$ cat config.mk
export PLATFORM = sky130hd
export DESIGN_NAME = prot_region_unit
export DESIGN_NICKNAME = d
export VERILOG_FILES = /design/src/rtl/prot_pkg.sv /design/src/rtl/prot_cfg_regs.sv /design/src/rtl/prot_region_match.sv /design/src/rtl/prot_attr_resolve.sv /design/src/rtl/prot_region_unit.sv
export SDC_FILE = /design/constraint.sdc
export NUM_CORES = 2
export LEC_CHECK = 0
export BUFFER_PORTS_ARGS = -buffer_cell sky130_fd_sc_hd__buf_2
export CAP_MARGIN = 20
export CORE_ASPECT_RATIO = 1.1
export CORE_MARGIN = 1
export CORE_UTILIZATION = 45
export DETAILED_ROUTE_END_ITERATION = 8
export GPL_TIMING_DRIVEN = 0
export SYNTH_ARGS = -nofsm -noshare
export SYNTH_HDL_FRONTEND = slang
export SYNTH_SLANG_ARGS = --single-unit
$ cat constraint.sdc
create_clock -name clk -period 13.04 [get_ports clk]
set_clock_uncertainty 0.2 [all_clocks]
set_input_delay 1.956 -clock clk [delete_from_list [all_inputs] [get_ports clk]]
set_output_delay 1.956 -clock clk [all_outputs]
set_load 0.05 [all_outputs]
$ cat src/rtl/prot_pkg.sv
package prot_pkg;

  localparam int CTRL_EN_BIT = 0;
  localparam int CTRL_DC_BIT = 2;
  localparam int CTRL_IC_BIT = 12;
  localparam int CODE_W      = 4;
  localparam int SIZE_W      = 5;

  typedef enum logic [1:0] {
    KIND_NONE  = 2'd0,
    KIND_READ  = 2'd1,
    KIND_WRITE = 2'd2,
    KIND_FETCH = 2'd3
  } acc_kind_e;

  typedef struct packed {
    logic rd;
    logic wr;
    logic ex;
    logic dc;
    logic wb;
    logic ic;
  } attr_t;

  // returns {read, write}
  function automatic logic [1:0] data_rights(input logic [CODE_W-1:0] code, input logic priv);
    logic [1:0] r;
    r = 2'b00;
    if (priv) begin
      unique case (code)
        4'd1, 4'd2, 4'd3: r = 2'b11;
        4'd5, 4'd6:       r = 2'b10;
        default:          r = 2'b00;
      endcase
    end else begin
      unique case (code)
        4'd2, 4'd6: r = 2'b10;
        4'd3:       r = 2'b11;
        default:    r = 2'b00;
      endcase
    end
    return r;
  endfunction

  function automatic logic exec_right(input logic [CODE_W-1:0] code, input logic priv);
    logic x;
    unique case (code)
      4'd2, 4'd3, 4'd6: x = 1'b1;
      4'd1, 4'd5:       x = priv;
      default:          x = 1'b0;
    endcase
    return x;
  endfunction

endpackage

$ cat src/rtl/prot_cfg_regs.sv
module prot_cfg_regs #(
  parameter int NREGION   = 8,
  parameter int ADDR_W    = 32,
  parameter int PAGE_LOG2 = 12,
  parameter int SEL_W     = 4,
  localparam int PG_W     = ADDR_W - PAGE_LOG2,
  localparam int PERM_W   = prot_pkg::CODE_W * NREGION
) (
  input  logic                                    clk,
  input  logic                                    rst_n,
  input  logic                                    we,
  input  logic [SEL_W-1:0]                        sel,
  input  logic [ADDR_W-1:0]                       wdata,
  output logic [NREGION-1:0]                      rgn_en,
  output logic [NREGION-1:0][prot_pkg::SIZE_W-1:0] rgn_sz,
  output logic [NREGION-1:0][PG_W-1:0]            rgn_base,
  output logic [2:0]                              ctrl_q,
  output logic [PERM_W-1:0]                       dperm,
  output logic [PERM_W-1:0]                       cperm,
  output logic [NREGION-1:0]                      dc_vec,
  output logic [NREGION-1:0]                      wb_vec,
  output logic [NREGION-1:0]                      ic_vec
);
  import prot_pkg::*;

  localparam int SEL_CTRL  = NREGION;
  localparam int SEL_DPERM = NREGION + 1;
  localparam int SEL_CPERM = NREGION + 2;
  localparam int SEL_DC    = NREGION + 3;
  localparam int SEL_WB    = NREGION + 4;
  localparam int SEL_IC    = NREGION + 5;

  always_ff @(posedge clk) begin
    if (!rst_n) begin
      rgn_en   <= '0;
      rgn_sz   <= '0;
      rgn_base <= '0;
      ctrl_q   <= '0;
      dperm    <= '0;
      cperm    <= '0;
      dc_vec   <= '0;
      wb_vec   <= '0;
      ic_vec   <= '0;
    end else if (we) begin
      for (int i = 0; i < NREGION; i++) begin
        if (sel == SEL_W'(i)) begin
          rgn_en[i]   <= wdata[0];
          rgn_sz[i]   <= wdata[SIZE_W:1];
          rgn_base[i] <= wdata[ADDR_W-1:PAGE_LOG2];
        end
      end
      if (sel == SEL_W'(SEL_CTRL))
        ctrl_q <= {wdata[CTRL_IC_BIT], wdata[CTRL_DC_BIT], wdata[CTRL_EN_BIT]};
      if (sel == SEL_W'(SEL_DPERM)) dperm  <= wdata[PERM_W-1:0];
      if (sel == SEL_W'(SEL_CPERM)) cperm  <= wdata[PERM_W-1:0];
      if (sel == SEL_W'(SEL_DC))    dc_vec <= wdata[NREGION-1:0];
      if (sel == SEL_W'(SEL_WB))    wb_vec <= wdata[NREGION-1:0];
      if (sel == SEL_W'(SEL_IC))    ic_vec <= wdata[NREGION-1:0];
    end
  end

  logic unused_wbits;
  assign unused_wbits = ^wdata[PAGE_LOG2-1:SIZE_W+1];

endmodule

$ cat src/rtl/prot_region_match.sv
module prot_region_match #(
  parameter int NREGION   = 8,
  parameter int ADDR_W    = 32,
  parameter int PAGE_LOG2 = 12,
  localparam int PG_W     = ADDR_W - PAGE_LOG2
) (
  input  logic [PG_W-1:0]                         page,
  input  logic [NREGION-1:0]                      rgn_en,
  input  logic [NREGION-1:0][prot_pkg::SIZE_W-1:0] rgn_sz,
  input  logic [NREGION-1:0][PG_W-1:0]            rgn_base,
  output logic [NREGION-1:0]                      hit
);

  // number of whole pages covered by a span of (2 << sz) bytes
  function automatic logic [PG_W:0] span_pages(input logic [prot_pkg::SIZE_W-1:0] sz);
    int e;
    e = int'(sz) + 1 - PAGE_LOG2;
    if (e < 0) return '0;
    return {{PG_W{1'b0}}, 1'b1} << e;
  endfunction

  function automatic logic page_in(input logic [PG_W-1:0] pg, input logic [PG_W-1:0] base,
                                   input logic [prot_pkg::SIZE_W-1:0] sz);
    logic [PG_W:0] lo, hi, p;
    p  = {1'b0, pg};
    lo = {1'b0, base};
    hi = lo + span_pages(sz);
    return (p >= lo) && (p < hi);
  endfunction

  for (genvar g = 0; g < NREGION; g++) begin : g_rgn
    assign hit[g] = rgn_en[g] && page_in(page, rgn_base[g], rgn_sz[g]);
  end

endmodule

$ cat src/rtl/prot_attr_resolve.sv
module prot_attr_resolve #(
  parameter int NREGION = 8,
  localparam int IDX_W  = $clog2(NREGION),
  localparam int PERM_W = prot_pkg::CODE_W * NREGION
) (
  input  logic [NREGION-1:0] hit,
  input  logic [PERM_W-1:0]  dperm,
  input  logic [PERM_W-1:0]  cperm,
  input  logic [NREGION-1:0] dc_vec,
  input  logic [NREGION-1:0] wb_vec,
  input  logic [NREGION-1:0] ic_vec,
  input  logic               prot_en,
  input  logic               ctrl_dc,
  input  logic               ctrl_ic,
  input  logic               priv,
  output prot_pkg::attr_t    attr,
  output logic               any_hit
);
  import prot_pkg::*;

  logic [IDX_W-1:0]  win;
  logic [CODE_W-1:0] dcode, ccode;
  logic [1:0]        drw;

  // later (higher) index overrides earlier ones
  always_comb begin
    win = '0;
    for (int i = 0; i < NREGION; i++)
      if (hit[i]) win = IDX_W'(i);
  end

  assign any_hit = |hit;
  assign dcode   = dperm[CODE_W*win +: CODE_W];
  assign ccode   = cperm[CODE_W*win +: CODE_W];
  assign drw     = data_rights(dcode, priv);

  always_comb begin
    if (!prot_en) begin
      attr = '{rd: 1'b1, wr: 1'b1, ex: 1'b1, dc: ctrl_dc, wb: ctrl_dc, ic: ctrl_ic};
    end else if (!any_hit) begin
      attr = '0;
    end else begin
      attr.rd = drw[1];
      attr.wr = drw[0];
      attr.ex = exec_right(ccode, priv);
      attr.dc = dc_vec[win];
      attr.wb = dc_vec[win] & wb_vec[win];
      attr.ic = ic_vec[win];
    end
  end

endmodule

$ cat src/rtl/prot_region_unit.sv
module prot_region_unit #(
  parameter int NREGION   = 8,
  parameter int ADDR_W    = 32,
  parameter int PAGE_LOG2 = 12,
  localparam int SEL_W    = $clog2(NREGION + 6),
  localparam int PG_W     = ADDR_W - PAGE_LOG2,
  localparam int PERM_W   = prot_pkg::CODE_W * NREGION
) (
  input  logic              clk,
  input  logic              rst_n,
  input  logic              cfg_we,
  input  logic [SEL_W-1:0]  cfg_sel,
  input  logic [ADDR_W-1:0] cfg_wdata,
  input  logic [ADDR_W-1:0] acc_addr,
  input  logic              acc_priv,
  input  logic [1:0]        acc_kind,
  output logic              attr_rd,
  output logic              attr_wr,
  output logic              attr_ex,
  output logic              attr_dcache,
  output logic              attr_wback,
  output logic              attr_icache,
  output logic              abort_o
);
  import prot_pkg::*;

  logic [NREGION-1:0]              rgn_en;
  logic [NREGION-1:0][SIZE_W-1:0]  rgn_sz;
  logic [NREGION-1:0][PG_W-1:0]    rgn_base;
  logic [2:0]                      ctrl_q;
  logic [PERM_W-1:0]               dperm, cperm;
  logic [NREGION-1:0]              dc_vec, wb_vec, ic_vec;
  logic [NREGION-1:0]              hit;
  logic                            any_hit;
  logic                            prot_en;
  logic                            denied;
  attr_t                           attr;

  prot_cfg_regs #(.NREGION(NREGION), .ADDR_W(ADDR_W), .PAGE_LOG2(PAGE_LOG2), .SEL_W(SEL_W)) u_regs (
    .clk(clk), .rst_n(rst_n), .we(cfg_we), .sel(cfg_sel), .wdata(cfg_wdata),
    .rgn_en(rgn_en), .rgn_sz(rgn_sz), .rgn_base(rgn_base), .ctrl_q(ctrl_q),
    .dperm(dperm), .cperm(cperm), .dc_vec(dc_vec), .wb_vec(wb_vec), .ic_vec(ic_vec)
  );

  prot_region_match #(.NREGION(NREGION), .ADDR_W(ADDR_W), .PAGE_LOG2(PAGE_LOG2)) u_match (
    .page(acc_addr[ADDR_W-1:PAGE_LOG2]), .rgn_en(rgn_en), .rgn_sz(rgn_sz),
    .rgn_base(rgn_base), .hit(hit)
  );

  assign prot_en = ctrl_q[0];

  prot_attr_resolve #(.NREGION(NREGION)) u_resolve (
    .hit(hit), .dperm(dperm), .cperm(cperm), .dc_vec(dc_vec), .wb_vec(wb_vec),
    .ic_vec(ic_vec), .prot_en(prot_en), .ctrl_dc(ctrl_q[1]), .ctrl_ic(ctrl_q[2]),
    .priv(acc_priv), .attr(attr), .any_hit(any_hit)
  );

  assign attr_rd     = attr.rd;
  assign attr_wr     = attr.wr;
  assign attr_ex     = attr.ex;
  assign attr_dcache = attr.dc;
  assign attr_wback  = attr.wb;
  assign attr_icache = attr.ic;

  assign denied = ((acc_kind == KIND_READ)  && !attr.rd) ||
                  ((acc_kind == KIND_WRITE) && !attr.wr);

  always_ff @(posedge clk) begin
    if (!rst_n) abort_o <= 1'b0;
    else        abort_o <= denied;
  end

  logic unused_addr_lo;
  assign unused_addr_lo = ^acc_addr[PAGE_LOG2-1:0];

endmodule

* Yosys cells after proc, flatten, opt, wreduce, memory -nomap -nowiden *
Index checks and enable logic that the tools add are counted.
W data, S select, Z words.

cells by class
  multiplexer cells = 43
  shift-type cells = 10
  $lt $le $gt $ge = 25
  eq/ne operators = 25
  reductions and logical operators = 42
  bitwise gates (word level) = 1
  $add $sub $neg = 24

operators by type and width
  operator                 count
  $mux W21                 16
  $lt A32 B1 Y1 const B    8
  $shl A1 B32 Y21 const A  8
  $sub A32 B5 Y32 const B  8
  $add A20 B21 Y21         8
  $lt A20 B21 Y1           8
  $ge A20 B20 Y1           8
  $shiftx A32 B6 Y4        2
  $add A5 B1 Y6 const B    8
  $eq A4 B3 Y1 const B     8
  $reduce_and A2 Y1        14
  $eq A4 B2 Y1 const B     6
  $eq A4 B4 Y1 const B     6
  $logic_and A1 B1 Y1      18
  $eq A4 B1 Y1 const B     3
  $mux W1                  12
  $mux W3                  4
  $mux W6                  2
  $bmux W1 S3              3
  $pmux W2 S2              2
  $reduce_or A8 Y1         1
  $mux W2                  3
  $reduce_or A2 Y1         3
  $reduce_or A3 Y1         2
  other kinds (8)          9

word-level totals
  word-level logic and storage cells = 201
  register bits after elaboration = 300
  input port bits = 74

* Logic depth before layout (Yosys ltp) *
  depth after elaboration = 26
  mapped depth = 44
  mapped depth without buffers = 40

* Hierarchy *
A second synthesis with hierarchy kept.

second synthesis, totals
  cell total of the unflattened synthesis = 3409
  area, all modules = 27684.1 sq um

modules (own cells, without submodules)
  module             instances  seq. area each (sq um)  area an instance (sq um)  cells an instance
  prot_region_match  1          0.0                     15967.8                   2241
  prot_cfg_regs      1          5985.7                  10751.6                   1023
  prot_attr_resolve  1          0.0                     912.1                     141
  prot_region_unit   1          20.0                    52.6                      4

* Worst setup path after synthesis *
No wires, ideal clock.

  path kind = flip-flop to output port
  start = register u_regs.rgn_sz[10] (netlist bit)
  end = output port attr_ex
  buffers on the path = 4
  required time = 10.884 ns
  setup slack = 2.150 ns
  cell stages (with the launch flop) = 45
  arrival time = 8.734 ns
  cells stage by stage = dfxtp_1 -> and2_1 -> nand2_1 -> xnor2_1 -> a21oi_1 -> nor2_1 -> a31oi_1 -> ha_1 -> or3b_1 -> or3_1 -> clkbuf_1 -> or4_1 -> inv_1 -> ha_1 -> a21o_1 -> a21oi_1 -> o21bai_1 -> a21oi_1 -> (+9 left out) -> o311a_1 -> ha_1 -> and3_1 -> o2111ai_1 -> a211oi_1 -> nor2_1 -> a21oi_1 -> mux2i_1 -> and2_4 -> o211a_1 -> buf_6 -> o21a_4 -> buf_6 -> buf_2 -> mux2i_1 -> nand2_1 -> o22a_1 -> o311ai_1

on the way
  longest elaborated chain between the ends = 21

RTL lines
  element                                               line                     source
  start, declared                                       prot_cfg_regs.sv:15      output logic [NREGION-1:0][prot_pkg::SIZE_W-1:0] rgn_sz,
  start signal, assigned by index                       prot_cfg_regs.sv:48      rgn_sz[i] <= wdata[SIZE_W:1];
  $add A5 B1 Y6 (*)                                     prot_region_match.sv:17  e = int'(sz) + 1 - PAGE_LOG2;
  $sub A32 B5 Y32 (*)                                   prot_region_match.sv:17
  $lt A32 B1 Y1                                         prot_region_match.sv:18  if (e < 0) return '0;
  $mux W1                                               prot_region_match.sv:18
  $mux W21 (*)                                          prot_region_match.sv:19  return {{PG_W{1'b0}}, 1'b1} << e;
  $add A20 B21 Y21 (*)                                  prot_region_match.sv:27  hi = lo + span_pages(sz);
  $lt A20 B21 Y1 (*)                                    prot_region_match.sv:28  return (p >= lo) && (p < hi);
  $logic_and A1 B1 Y1 (*)                               prot_region_match.sv:28
  $logic_and A1 B1 Y1 (*)                               prot_region_match.sv:32  assign hit[g] = rgn_en[g] && page_in(page, rgn_base[g], rgn_sz[g]);
  $mux W2 (2 in series)                                 prot_attr_resolve.sv:29  if (hit[i]) win = IDX_W'(i);
  $mux W3 (4 in series)                                 prot_attr_resolve.sv:29
  $shiftx A32 B6 Y4                                     prot_attr_resolve.sv:34  assign ccode = cperm[CODE_W*win +: CODE_W];
  $eq A4 B2 Y1 (tied with other cells)                  prot_pkg.sv:47           unique case (code)
  $reduce_or A3 Y1 or $reduce_or A2 Y1 (tied branches)  prot_pkg.sv:47
  $pmux W1 S2                                           prot_pkg.sv:47
  $mux W6 (*)                                           prot_attr_resolve.sv:40  end else if (!any_hit) begin
  $mux W6 (*)                                           prot_attr_resolve.sv:38  if (!prot_en) begin
  end, declared                                         prot_region_unit.sv:19   output logic attr_ex,

Mark *: on every way between the ends. The rest lies on a longest branch, timed or not.

* Final worst setup path *
Ends and elaborated chain as after synthesis.

==> out/summary.txt <==
Slew HR = 23.8%
Tmin final = 12.28 ns
post-synthesis net count = 4378
Worst VDD drop = 0.105 mV
CTS HTree Levels = 2
Tcrit/Tclk final = 94.2%
die area = 0.0657 mm2
worst endpoint data arrival time = 10.13 ns
Post-DP HPWL = 72900 um
most frequent cells in the layout = nand2_1 (681), ha_1 (496), dfxtp_1 (300), a21boi_0 (279), inv_1 (254)
Initial Util = 45.6%
RePlAce Congestion = 0.943
Internal = 1.68 mW
number of library cell types mapped by synthesis = 108
ys async rst share = 0%
critical path endpoint category = primary output
Reg power frac = 39.8%
outcome = complete, no violations
most used cell, CP = a21oi_1
pwr/cell area = 73.7 mW/mm2
clock slew at reported path FFs = 0.06 ns
number of synthesized register bits = 300
vias in the first global route = 25200
via count = 27100
Logic pwr share = 14.2%
Mapped Area = 0.0291 mm2
Avg Inst Size Synth = 7.66 um2
worst hold-check path type = reg -> reg
first-pass GRT wire length = 147000 um
Max-Cap Viols = 0
Final Hold Fails = 0
Non-Filler Instances = 4778
Reg2Reg Depth = 41
Post-Synth XOR/XNOR Area = 4.96%
hold path depth = 2
dpl ws = 1.06 ns
TritonCTS Sinks = 300
Slew @ Worst Pin = 1.14 ns
Synth Area in Simple Gates = 21.9%
largest net degree at the start of global routing = 17
clock network fraction of design power = 46.0%
sw power = 0.682 mW
YS warnings = 0
CTS tree = done
layout cells sized above 1 = 5.67%
initial antenna violation count = 6
upper clock frequency limit = 81.4 MHz
GRT Total Usage = 29.4%
Hold Path End = u_regs.cperm[3]
leak pwr = 12.5 nW
hold buffers post-CTS = 0
drt first pass iters = 5
Core Area = 0.0638 mm2
mux cell area share after synthesis = 2.08%
commonest non-fill, non-tap cell in the layout = nand2_1
Post-Synth Adder-Cell Area = 21.9%
Reg2Reg Capture Point = abort_o
WL/cell = 20.4 um
crit path max fanout = 10
Switching Fraction = 28.9%
Final Max Slew Viols = 0
area delta synth->final = 9.84%
Nets = 4484
Die Y = 269 um
worst hold start = u_regs.cperm[3]
Die Width = 245 um
Critical Setup Path Class = reg -> out
DRC viols = 0
CP Launch Type = flip-flop
post-synthesis compound-gate area fraction = 23.2%
Final ANT Viol Nets = 0
number of port buffers = 48
row cnt = 97
Worst Path Required = 10.88 ns
largest family of logic cells by synthesized area = compound AO/OA/AOI/OAI gates
placed instance count = 4706
Vias/cell = 5.68
Post-synth EDFFs = 0
FF-to-FF Start = u_regs.rgn_sz[10]
Synth Flop Type = dfxtp_1
clk_lat worst skew = 0.58 ns
Setup WS post-layout = 0.759 ns
RSZ-0062 raised after global routing = false
setup slack, reg-to-reg = 3.42 ns
Mapped Cells = 3800
First DRT Iteration DRCs = 1974
I/O pin cnt = 81
clock root cell = clkbuf_16
CP peak stage delay = 0.52 ns
setup TNS = 0 ns
Routed WL = 97500 um
Clock Path Buffers = 3
Final setup viols = 0
register area share after synthesis = 20.6%
cts bufs inserted = 39
slowest CP cell = or4_1
total gr overflow = 0
==> cells by family (layout without fill, tap and decap cells) <==
group / count (synthesis) / count (layout)
buf+inv: 398 / 530
compound gates: 981 / 981
flops: 300 / 300
fa+ha+maj: 505 / 505
mux: 56 / 56
xor+xnor: 164 / 164
simple gates: 1396 / 1396
other cells: 0 / 5
==> through the flow <==
stage / cell area (um2) / total power, mW / hold slack [ns] / utilization, %
final: 32000 / 2.36 / 0.264 / 50.1
after global routing: 32000 / 2.44 / 0.284 / 50.1
after CTS: 31900 / 2.37 / 0.264 / 50.0
after detailed placement: 30700 / 1.29 / 0.256 / 48.1
after global placement: 30400 / 1.28 / 0.252 / 47.6
after floorplan: 29100 / 1.14 / 0.240 / -
==> what timing repair did <==
item / 4_1_cts / 5_1_grt
resized for setup: 0 / 5
buffers inserted: 0 / 0
setup endpoints to repair: 0 / 3
==> cell usage after synthesis (all sizes together) (16+ instances only) <==
cell / number / area share (%)
buf: 18 / 0.40
o21a: 30 / 0.80
or3: 27 / 0.60
a21boi: 281 / 7.2
nor3: 53 / 0.95
a2111oi: 16 / 0.52
inv: 255 / 3.3
o21ai: 141 / 2.4
clkbuf: 125 / 1.6
o21bai: 43 / 1.1
o211ai: 28 / 0.79
nand2: 681 / 8.8
nand4: 28 / 0.60
mux2i: 49 / 1.7
a211oi: 21 / 0.58
nor2b: 60 / 1.3
nand3: 103 / 1.8
a21o: 82 / 2.1
nor4: 25 / 0.54
nor2: 249 / 3.2
and3: 23 / 0.49
dfxtp: 300 / 21
xor2: 75 / 2.3
xnor2: 89 / 2.7
a31oi: 19 / 0.41
or2: 24 / 0.52
nand2b: 53 / 1.1
a21oi: 202 / 3.5
ha: 496 / 21
==> how the worst max path moves through the flow <==
| stage | slack, ns | endpoint | start | cells past startpoint |
|---|---|---|---|---|
| 2_1_floorplan | 2.15 | attr_ex | u_regs.rgn_sz[10] | 44 |
| 3_3_place_gp | 1.01 | attr_wback | u_regs.rgn_sz[10] | 41 |
| 3_5_place_dp | 1.06 | attr_wback | u_regs.rgn_sz[10] | 41 |
| 4_1_cts | 0.41 | attr_ex | u_regs.rgn_sz[10] | 45 |
| 5_1_grt | 0.06 | attr_ex | u_regs.rgn_sz[6] | 42 |
| 6_report | 0.76 | attr_ex | u_regs.rgn_sz[10] | 45 |
==> power by group through the flow <==
stage | registers [mW] | logic [mW] | clock network [mW]
3_5_place_dp | 0.959 | 0.331 | 0
5_1_grt | 0.940 | 0.369 | 1.13
2_1_floorplan | 0.955 | 0.184 | 0
6_report | 0.939 | 0.334 | 1.08
3_3_place_gp | 0.959 | 0.317 | 0
4_1_cts | 0.939 | 0.333 | 1.09
==> worst max-delay path, delay by kind of cell (launching register included) <==
kind / cells / cell delay [ns]
AO/OA/AOI/OAI: 21 / 3.59
XOR/XNOR: 1 / 0.20
adder cells (fa/ha/maj): 3 / 0.79
buffers and inverters: 6 / 1.27
flip-flops: 1 / 0.41
multiplexers: 2 / 0.56
AND/OR/NAND/NOR: 12 / 2.71
==> registers in the layout, summed over array words and instances (netlist names) <==
register         flops
u_regs.ic_vec        8
u_regs.cperm        32
u_regs.ctrl_q        3
u_regs.dperm        32
u_regs.rgn_en        8
u_regs.dc_vec        8
u_regs.rgn_sz       40
abort_o              1
u_regs.wb_vec        8
u_regs.rgn_base    160
==> final cells by class <==
| cell class | instances | area [um2] |
|---|---|---|
| Clock buffer | 51 | 1090 |
| Fill cell | 6504 | 31900 |
| Antenna cell | 5 | 12.5 |
| Buffer | 143 | 592 |
| Clock inverter | 16 | 158 |
| Tap cell | 841 | 1050 |
| Sequential cell | 300 | 6010 |
| Timing Repair Buffer | 65 | 529 |
| Multi-Input combinational cell | 3102 | 21600 |
| Inverter | 255 | 957 |
==> layer usage <==
metal	vias up	track usage (%)	routed length (um)
li1	13600	-	-
met1	12700	38.2	43900
met2	698	49.4	44300
met3	166	3.75	5380
met4	0	11.4	3970
met5	-	0	0
Power figures use the tool's default switching activity.
